<file path="src/rtl/slot_link_pkg.sv">
package slot_link_pkg;
    parameter int TAG_BITS   = 16;
    parameter int SLOT_BITS  = 20;
    parameter int DATA_SLOTS = 12;

    function automatic int frame_bits(input int tag_w, input int slot_w, input int n_slots);
        return tag_w + slot_w * n_slots;
    endfunction
endpackage

</file>
<file path="src/rtl/slot_link_seq.sv">
module slot_link_seq #(
    parameter int FRAME_LEN = 256,
    parameter int TAG_W     = 16,
    localparam int CNT_W    = $clog2(FRAME_LEN)
) (
    input  logic             bit_clk,
    input  logic             rst_n,
    input  logic             link_req,
    output logic             run,
    output logic [CNT_W-1:0] pos,
    output logic             frame_start,
    output logic             sync,
    output logic             codec_rst_n
);
    localparam logic [CNT_W-1:0] LAST_POS = CNT_W'(FRAME_LEN - 1);
    localparam logic [CNT_W-1:0] TAG_LIM  = CNT_W'(TAG_W);

    typedef struct packed {
        logic             run;
        logic [CNT_W-1:0] cnt;
        logic             sync;
        logic             lrst_n;
    } seq_state_t;

    seq_state_t st_q, st_d;
    logic [CNT_W-1:0] cnt_next;

    always_comb begin
        st_d        = st_q;
        cnt_next    = '0;
        frame_start = 1'b0;
        if (link_req) begin
            st_d.run    = 1'b0;
            st_d.cnt    = '0;
            st_d.sync   = 1'b0;
            st_d.lrst_n = 1'b0;
        end else begin
            if (!st_q.run || (st_q.cnt == LAST_POS)) begin
                cnt_next    = '0;
                frame_start = 1'b1;
            end else begin
                cnt_next = st_q.cnt + 1'b1;
            end
            st_d.run    = 1'b1;
            st_d.cnt    = cnt_next;
            st_d.sync   = (cnt_next < TAG_LIM);
            st_d.lrst_n = 1'b1;
        end
    end

    always_ff @(posedge bit_clk or negedge rst_n) begin
        if (!rst_n) begin
            st_q <= '0;
        end else begin
            st_q <= st_d;
        end
    end

    assign run         = st_q.run;
    assign pos         = st_q.cnt;
    assign sync        = st_q.sync;
    assign codec_rst_n = st_q.lrst_n;

    AST_HOLD_IDLE: assert property (@(posedge bit_clk) disable iff (!rst_n)
        link_req |=> (st_q.cnt == '0 && !st_q.sync && !st_q.run));
    AST_CODEC_RST_LOW: assert property (@(posedge bit_clk) disable iff (!rst_n)
        link_req |=> !st_q.lrst_n);
    AST_POS_STEP: assert property (@(posedge bit_clk) disable iff (!rst_n)
        (st_q.run && !link_req) |=>
        (st_q.cnt == (($past(st_q.cnt) == LAST_POS) ? '0 : $past(st_q.cnt) + 1'b1)));
    AST_SYNC_IN_TAG: assert property (@(posedge bit_clk) disable iff (!rst_n)
        st_q.sync |-> (st_q.run && st_q.cnt < TAG_LIM));
    AST_RESTART: assert property (@(posedge bit_clk) disable iff (!rst_n)
        (!st_q.run && !link_req) |=> (st_q.run && st_q.cnt == '0 && st_q.sync && st_q.lrst_n));
endmodule

</file>
<file path="src/rtl/slot_link_tx.sv">
module slot_link_tx #(
    parameter int TAG_W   = 16,
    parameter int SLOT_W  = 20,
    parameter int N_SLOTS = 12,
    localparam int FRAME_LEN = TAG_W + SLOT_W * N_SLOTS
) (
    input  logic                      bit_clk,
    input  logic                      rst_n,
    input  logic                      link_req,
    input  logic                      run,
    input  logic                      frame_start,
    input  logic [TAG_W-1:0]          tag,
    input  logic [SLOT_W*N_SLOTS-1:0] slots,
    output logic                      sdo
);
    typedef struct packed {
        logic [FRAME_LEN-1:0] shift;
    } tx_state_t;

    tx_state_t st_q, st_d;
    logic [FRAME_LEN-1:0] frame_img;

    always_comb begin
        frame_img = '0;
        frame_img[FRAME_LEN-1 -: TAG_W] = tag;
        for (int i = 0; i < N_SLOTS; i++) begin
            frame_img[FRAME_LEN-1-TAG_W-SLOT_W*i -: SLOT_W] = slots[SLOT_W*i +: SLOT_W];
        end
    end

    always_comb begin
        st_d = st_q;
        if (link_req) begin
            st_d.shift = '0;
        end else if (frame_start) begin
            st_d.shift = frame_img;
        end else if (run) begin
            st_d.shift = {st_q.shift[FRAME_LEN-2:0], 1'b0};
        end
    end

    always_ff @(posedge bit_clk or negedge rst_n) begin
        if (!rst_n) begin
            st_q <= '0;
        end else begin
            st_q <= st_d;
        end
    end

    assign sdo = st_q.shift[FRAME_LEN-1];

    AST_TX_QUIET: assert property (@(posedge bit_clk) disable iff (!rst_n)
        !run |-> !sdo);
    AST_TX_LOAD_TAG: assert property (@(posedge bit_clk) disable iff (!rst_n)
        (frame_start && !link_req) |=> (sdo == $past(tag[TAG_W-1])));
endmodule

</file>
<file path="src/rtl/slot_link_rx.sv">
module slot_link_rx #(
    parameter int TAG_W   = 16,
    parameter int SLOT_W  = 20,
    parameter int N_SLOTS = 12,
    localparam int FRAME_LEN = TAG_W + SLOT_W * N_SLOTS,
    localparam int CNT_W     = $clog2(FRAME_LEN)
) (
    input  logic                      bit_clk,
    input  logic                      rst_n,
    input  logic                      run,
    input  logic [CNT_W-1:0]          pos,
    input  logic                      sdi,
    output logic [TAG_W-1:0]          tag,
    output logic [SLOT_W*N_SLOTS-1:0] slots,
    output logic                      done
);
    localparam logic [CNT_W-1:0] LAST_POS = CNT_W'(FRAME_LEN - 1);

    typedef struct packed {
        logic [FRAME_LEN-1:0]      shift;
        logic [TAG_W-1:0]          tag;
        logic [SLOT_W*N_SLOTS-1:0] slots;
        logic                      done;
    } rx_state_t;

    rx_state_t st_q, st_d;

    always_comb begin
        st_d      = st_q;
        st_d.done = 1'b0;
        if (run) begin
            st_d.shift = {st_q.shift[FRAME_LEN-2:0], sdi};
            if (pos == LAST_POS) begin
                st_d.tag = st_d.shift[FRAME_LEN-1 -: TAG_W];
                for (int i = 0; i < N_SLOTS; i++) begin
                    st_d.slots[SLOT_W*i +: SLOT_W] = st_d.shift[FRAME_LEN-1-TAG_W-SLOT_W*i -: SLOT_W];
                end
                st_d.done = 1'b1;
            end
        end
    end

    always_ff @(negedge bit_clk or negedge rst_n) begin
        if (!rst_n) begin
            st_q <= '0;
        end else begin
            st_q <= st_d;
        end
    end

    assign tag   = st_q.tag;
    assign slots = st_q.slots;
    assign done  = st_q.done;

    AST_DONE_AT_END: assert property (@(negedge bit_clk) disable iff (!rst_n)
        st_q.done |-> $past(run && pos == LAST_POS));
    AST_DONE_SINGLE: assert property (@(negedge bit_clk) disable iff (!rst_n)
        st_q.done |=> !st_q.done);
    AST_RX_TAG_HOLD: assert property (@(negedge bit_clk) disable iff (!rst_n)
        !st_q.done |-> $stable(st_q.tag));
    AST_RX_SLOT_HOLD: assert property (@(negedge bit_clk) disable iff (!rst_n)
        !st_q.done |-> $stable(st_q.slots));
endmodule

</file>
<file path="src/rtl/slot_link_ctrl.sv">
module slot_link_ctrl #(
    parameter int TAG_W   = slot_link_pkg::TAG_BITS,
    parameter int SLOT_W  = slot_link_pkg::SLOT_BITS,
    parameter int N_SLOTS = slot_link_pkg::DATA_SLOTS
) (
    input  logic                      bit_clk,
    input  logic                      rst_n,
    input  logic                      link_reset_req,
    input  logic [TAG_W-1:0]          tx_tag,
    input  logic [SLOT_W*N_SLOTS-1:0] tx_slots,
    input  logic                      ser_in,
    output logic                      ser_out,
    output logic                      frame_sync,
    output logic                      codec_rst_n,
    output logic [TAG_W-1:0]          rx_tag,
    output logic [SLOT_W*N_SLOTS-1:0] rx_slots,
    output logic                      frame_done
);
    localparam int FRAME_LEN = slot_link_pkg::frame_bits(TAG_W, SLOT_W, N_SLOTS);
    localparam int CNT_W     = $clog2(FRAME_LEN);

    logic             run;
    logic [CNT_W-1:0] pos;
    logic             frame_start;

    slot_link_seq #(.FRAME_LEN(FRAME_LEN), .TAG_W(TAG_W)) u_seq (
        .bit_clk     (bit_clk),
        .rst_n       (rst_n),
        .link_req    (link_reset_req),
        .run         (run),
        .pos         (pos),
        .frame_start (frame_start),
        .sync        (frame_sync),
        .codec_rst_n (codec_rst_n)
    );

    slot_link_tx #(.TAG_W(TAG_W), .SLOT_W(SLOT_W), .N_SLOTS(N_SLOTS)) u_tx (
        .bit_clk     (bit_clk),
        .rst_n       (rst_n),
        .link_req    (link_reset_req),
        .run         (run),
        .frame_start (frame_start),
        .tag         (tx_tag),
        .slots       (tx_slots),
        .sdo         (ser_out)
    );

    slot_link_rx #(.TAG_W(TAG_W), .SLOT_W(SLOT_W), .N_SLOTS(N_SLOTS)) u_rx (
        .bit_clk (bit_clk),
        .rst_n   (rst_n),
        .run     (run),
        .pos     (pos),
        .sdi     (ser_in),
        .tag     (rx_tag),
        .slots   (rx_slots),
        .done    (frame_done)
    );

    AST_RESET_QUIET: assert property (@(posedge bit_clk) disable iff (!rst_n)
        !codec_rst_n |-> (!frame_sync && !ser_out));
endmodule

</file>
<file path="config.mk">
export PLATFORM = sky130hd
export DESIGN_NAME = slot_link_ctrl
export DESIGN_NICKNAME = d
export VERILOG_FILES = /design/src/rtl/slot_link_pkg.sv /design/src/rtl/slot_link_seq.sv /design/src/rtl/slot_link_tx.sv /design/src/rtl/slot_link_rx.sv /design/src/rtl/slot_link_ctrl.sv
export SDC_FILE = /design/constraint.sdc
export NUM_CORES = 1
export LEC_CHECK = 0
export BUFFER_PORTS_ARGS = -buffer_cell sky130_fd_sc_hd__clkbuf_2
export CELL_PAD_IN_SITES_DETAIL_PLACEMENT = 0
export CELL_PAD_IN_SITES_GLOBAL_PLACEMENT = 2
export CORE_MARGIN = 1.5
export CORE_UTILIZATION = 38
export CTS_CLUSTER_SIZE = 30
export DETAILED_ROUTE_END_ITERATION = 6
export PLACE_DENSITY = 0.76
export SYNTH_ARGS = -nofsm -noshare
export SYNTH_HDL_FRONTEND = slang
export SYNTH_SLANG_ARGS = --single-unit
</file>
<file path="constraint.sdc">
create_clock -name bit_clk -period 2.3 [get_ports bit_clk]
set_input_delay 0.23 -clock bit_clk [delete_from_list [all_inputs] [get_ports bit_clk]]
set_output_delay 0.23 -clock bit_clk [all_outputs]
set_load 0.005 [all_outputs]
</file>
Word-level counts from Yosys, hierarchy flattened:

Cells that the tools add are included.

* reductions and logical operators: 4
* multiplexer cells: 10
* $add $sub $neg: 1
* equality and inequality tests: 1
* magnitude comparators: 1

Operator list (number)
* $mux W256: 3
* $mux W8: 2
* $mux W11: 1
* $add A8 B1 Y8 const B: 1
* $eq A8 B8 Y1 const B: 1
* $lt A8 B5 Y1 const B: 1
* $mux W1: 4
* $reduce_bool A3 Y1: 1
* $reduce_and A2 Y1: 1
* $logic_not A1 Y1: 1
* $logic_or A1 B1 Y1: 1

* bits in registers: 779
* output and inout port bits: 260
* input port bits: 260

Logic depth before layout (Yosys ltp):

* depth in word-level cells: 6
* gate-level depth with buffers: 8
* depth with buffers taken out: 5

Hierarchy:

Synthesis repeated with hierarchy kept, for this count alone.

* cell total of the unflattened synthesis: 2527
* area, all modules: 35821.9 um^2

Modules (own cells, without submodules)
* slot_link_rx: cells an instance 1339, instances 1, area an instance 20772.4 um^2, seq. area each 12812.3 um^2
* slot_link_tx: cells an instance 1138, instances 1, area an instance 14546.5 um^2, seq. area each 6406.1 um^2
* slot_link_seq: cells an instance 50, instances 1, area an instance 503.0 um^2, seq. area each 250.2 um^2

==> run metrics <==
via count=20.1k; Tightest Pin Transition=0.860 ns; Worst path slowest cell=dfrtp_1; Sw Pwr=around 7000 uW; vias in the first global route=between 20k and 25k; DRC violations left=0; final setup violation count=between 700 and 800; run status=complete, but fails checks; initial antenna violation count=5; Crit Path Max Fanout=9; CTS tree=done; failing checks=negative setup slack; Arrival @ worst endpoint=~2.3 ns; Root Buffer=clkbuf_16; total power=31300 uW; Initial Utilization=0.382; CTS H-tree depth=3; Comb pwr share=0.068; largest net degree at the start of global routing=between 100 and 150; flops & latches, synth=778; clock sink total=roughly 800; worst-path cell chain=nand4_1, nor3_4, buf_12, buf_16, bufbuf_16, mux2_2; LEAKAGE=0.0207 uW; final wirelength=between 70000 and 80000 um; Cell Area, Synth=around 0.031 mm^2; sequential share of power=0.463; Seq/Total Area, Yosys=0.622; Initial DRC Count=992; crit end category=register; Peak VDD IR=0.000590 V; Post-synth top cells=nand2_1 (514), dfrtn_1 (512), mux2_2 (490); Synth top area share=0.409; grt ovf=0; layout cell share with drive strength beyond 1=0.407; clock tree buffer depth=3; final hold vios=0; Net Sw Frac=0.223; # port buffers=519; Slew Limit Fails=0; clk_lat worst skew=approximately 0.61 ns; crit path kind=register to register; Worst path top cell family by delay=buffers and inverters; I/O pins=520; top cells by area, synth=dfrtn_1 (41%), dfrtp_1 (21%), mux2_2 (18%); global placer's final weighted congestion=around 0.8; clock power share=0.468; Placeable Area=around 0.082 mm^2; ys async rst share=1.00; fin util=0.496; DRT Pass-1 Iters=5; first-pass GRT wire length=approximately 120000 um; synth warn=0; FP Rows=105; CTS clock-pin slew for the worst setup and hold paths=about 0.060 ns; NumNets Final=approximately 3.4k; final setup margin=-0.753 ns; Horiz. Die Dim=approximately 290 um; Internal=24300 uW; Setup Skew=approximately 0.029 ns; Synth Instances=about 2.5k; synth unique cells=28; cell taking the most area after synthesis=dfrtn_1; Total GRT Usage=0.181; dpl hpwl=approximately 51000 um; setup repair after global routing missed its margin=yes; Slew HR=0.427; Final ANT Viol Nets=0; Mapped Avg Cell Area=12.6 um^2; syn nets=between 2k and 3k; max cap viols=0; Die Area=~0.084 mm^2; area grow syn2layout=29.8%; predominant post-synthesis flop cell=dfrtn_1; via/cell ratio=between 4 and 5; power per cell area=a little under 800 mW/mm^2; Buf/Inv on CP=3; Avg WL per Cell=~18 um; slowest cell delay on critical path=0.36 ns; TritonCTS Buffers=between 80 and 90; Crit path required time=~1.6 ns; Die Ht=between 200 and 300 um; most instantiated library cell after synthesis=nand2_1; Post-synth EDFFs=0; CP Launch Type=register; worst hold path class=input port to register
[through the flow]
stage | TNS (ns) | instances | worst slack [ns] | instance area [um^2] | hold WS, ns
floorplan | -195.11 | 2493 | -0.604 | 32400 | -0.0656
global placement | -258.64 | 3803 | -0.740 | 34600 | 0.438
detailed placement | -273.54 | 3803 | -0.795 | 34600 | 0.441
CTS | -340.20 | 4230 | -0.765 | 40500 | 0.0560
global route | -373.22 | 4237 | -0.837 | 40600 | 0.0715
finish | -317.66 | 4238 | -0.753 | 40600 | 0.0665
[power groups by stage]
stage | Sequential (uW) | Clock, uW | Combinational, uW
after global placement | 14700 | 0 | 1790
final | 14500 | 14700 | 2140
after CTS | 14500 | 15000 | 2190
after global routing | 14500 | 15600 | 2370
after floorplan | 14600 | 0 | 1020
after detailed placement | 14800 | 0 | 1820
[layout make-up]
class | count | area [um^2]
diodes | 4 | 10.0
clock buffers | 127 | 2520
clock inverters | 32 | 542
fillers | 7186 | 41200
inverters | 3 | 11.3
multi-input cells | 1313 | 9800
flip-flops and latches | 778 | 19500
well taps | 1070 | 1340
repair buffers | 911 | 6940
[final timing paths]
path,from,to,slack [ns],depth (start not counted)
setup / recovery,u_seq.pos[4],u_rx.tag[0],-0.75,6
hold / removal,link_reset_req,u_tx.st_q[224],0.07,2
setup reg to reg,u_seq.pos[4],u_rx.tag[0],-0.75,6
hold reg to reg,u_rx.slots[23],u_rx.slots[23],0.44,1
max in group asynchronous,rst_n,u_rx.slots[233],0.40,4
min in group asynchronous,rst_n,u_tx.st_q[75],0.58,4
[metal layers]
metal  routed length (um)  global-route usage  share of wire
met5                    7                   0       0.000093
met3                 3940              0.0432          0.052
met4                 1980              0.0533          0.026
met2                36200               0.295           0.48
met1                33200               0.239           0.44
[state kept, by name, summed over array words and instances (netlist names)]
register	flops
u_tx.st_q	256
u_rx.st_q	255
u_rx.slots	240
u_rx.tag	16
u_seq.pos	8
u_rx.done	1
u_seq.codec_rst_n	1
u_seq.sync	1
[placed cells by master (no fill, tap or decap), types with 8 or more instances in the layout]
master           n
a21oi_1        255
buf_12          46
buf_4           75
buf_6            8
bufinv_16       12
clkbuf_1        22
clkbuf_16       89
clkbuf_2       517
clkbuf_8        17
clkinv_2        11
dfrtn_1        512
dfrtp_1        265
dlygate4sd3_1  257
mux2_1          19
mux2_2         342
mux2_4         150
nand2_1        514
[worst reg2reg max path, stage by stage, from the launching register on]
cell and delay, ns:
dfrtp_1 0.36, nand4_1 0.21, nor3_4 0.25, buf_12 0.16, buf_16 0.15, bufbuf_16 0.27, mux2_2 0.33
[what timing repair did]
item / in CTS / in global routing
gates cloned: 3 / 1
endpoints found under the setup margin: 769 / 769
hold buffers: 257 / 0
buffers inserted: 8 / 3
gates resized for setup: 25 / 6
endpoints found under the hold margin: 258 / 0
pin swaps: 2 / 0
[kinds of logic after synthesis]
family / after synthesis / share of synthesized area
flip-flops: 778 / 0.622
AND/OR/NAND/NOR: 533 / 0.0649
multiplexers: 512 / 0.184
buffers and inverters: 402 / 0.0848
AO/OA/AOI/OAI: 260 / 0.0420
XOR/XNOR: 7 / 0.00196
adder cells (fa/ha/maj): 1 / 0.000400
No activity file was read; power rests on OpenSTA's default activity.
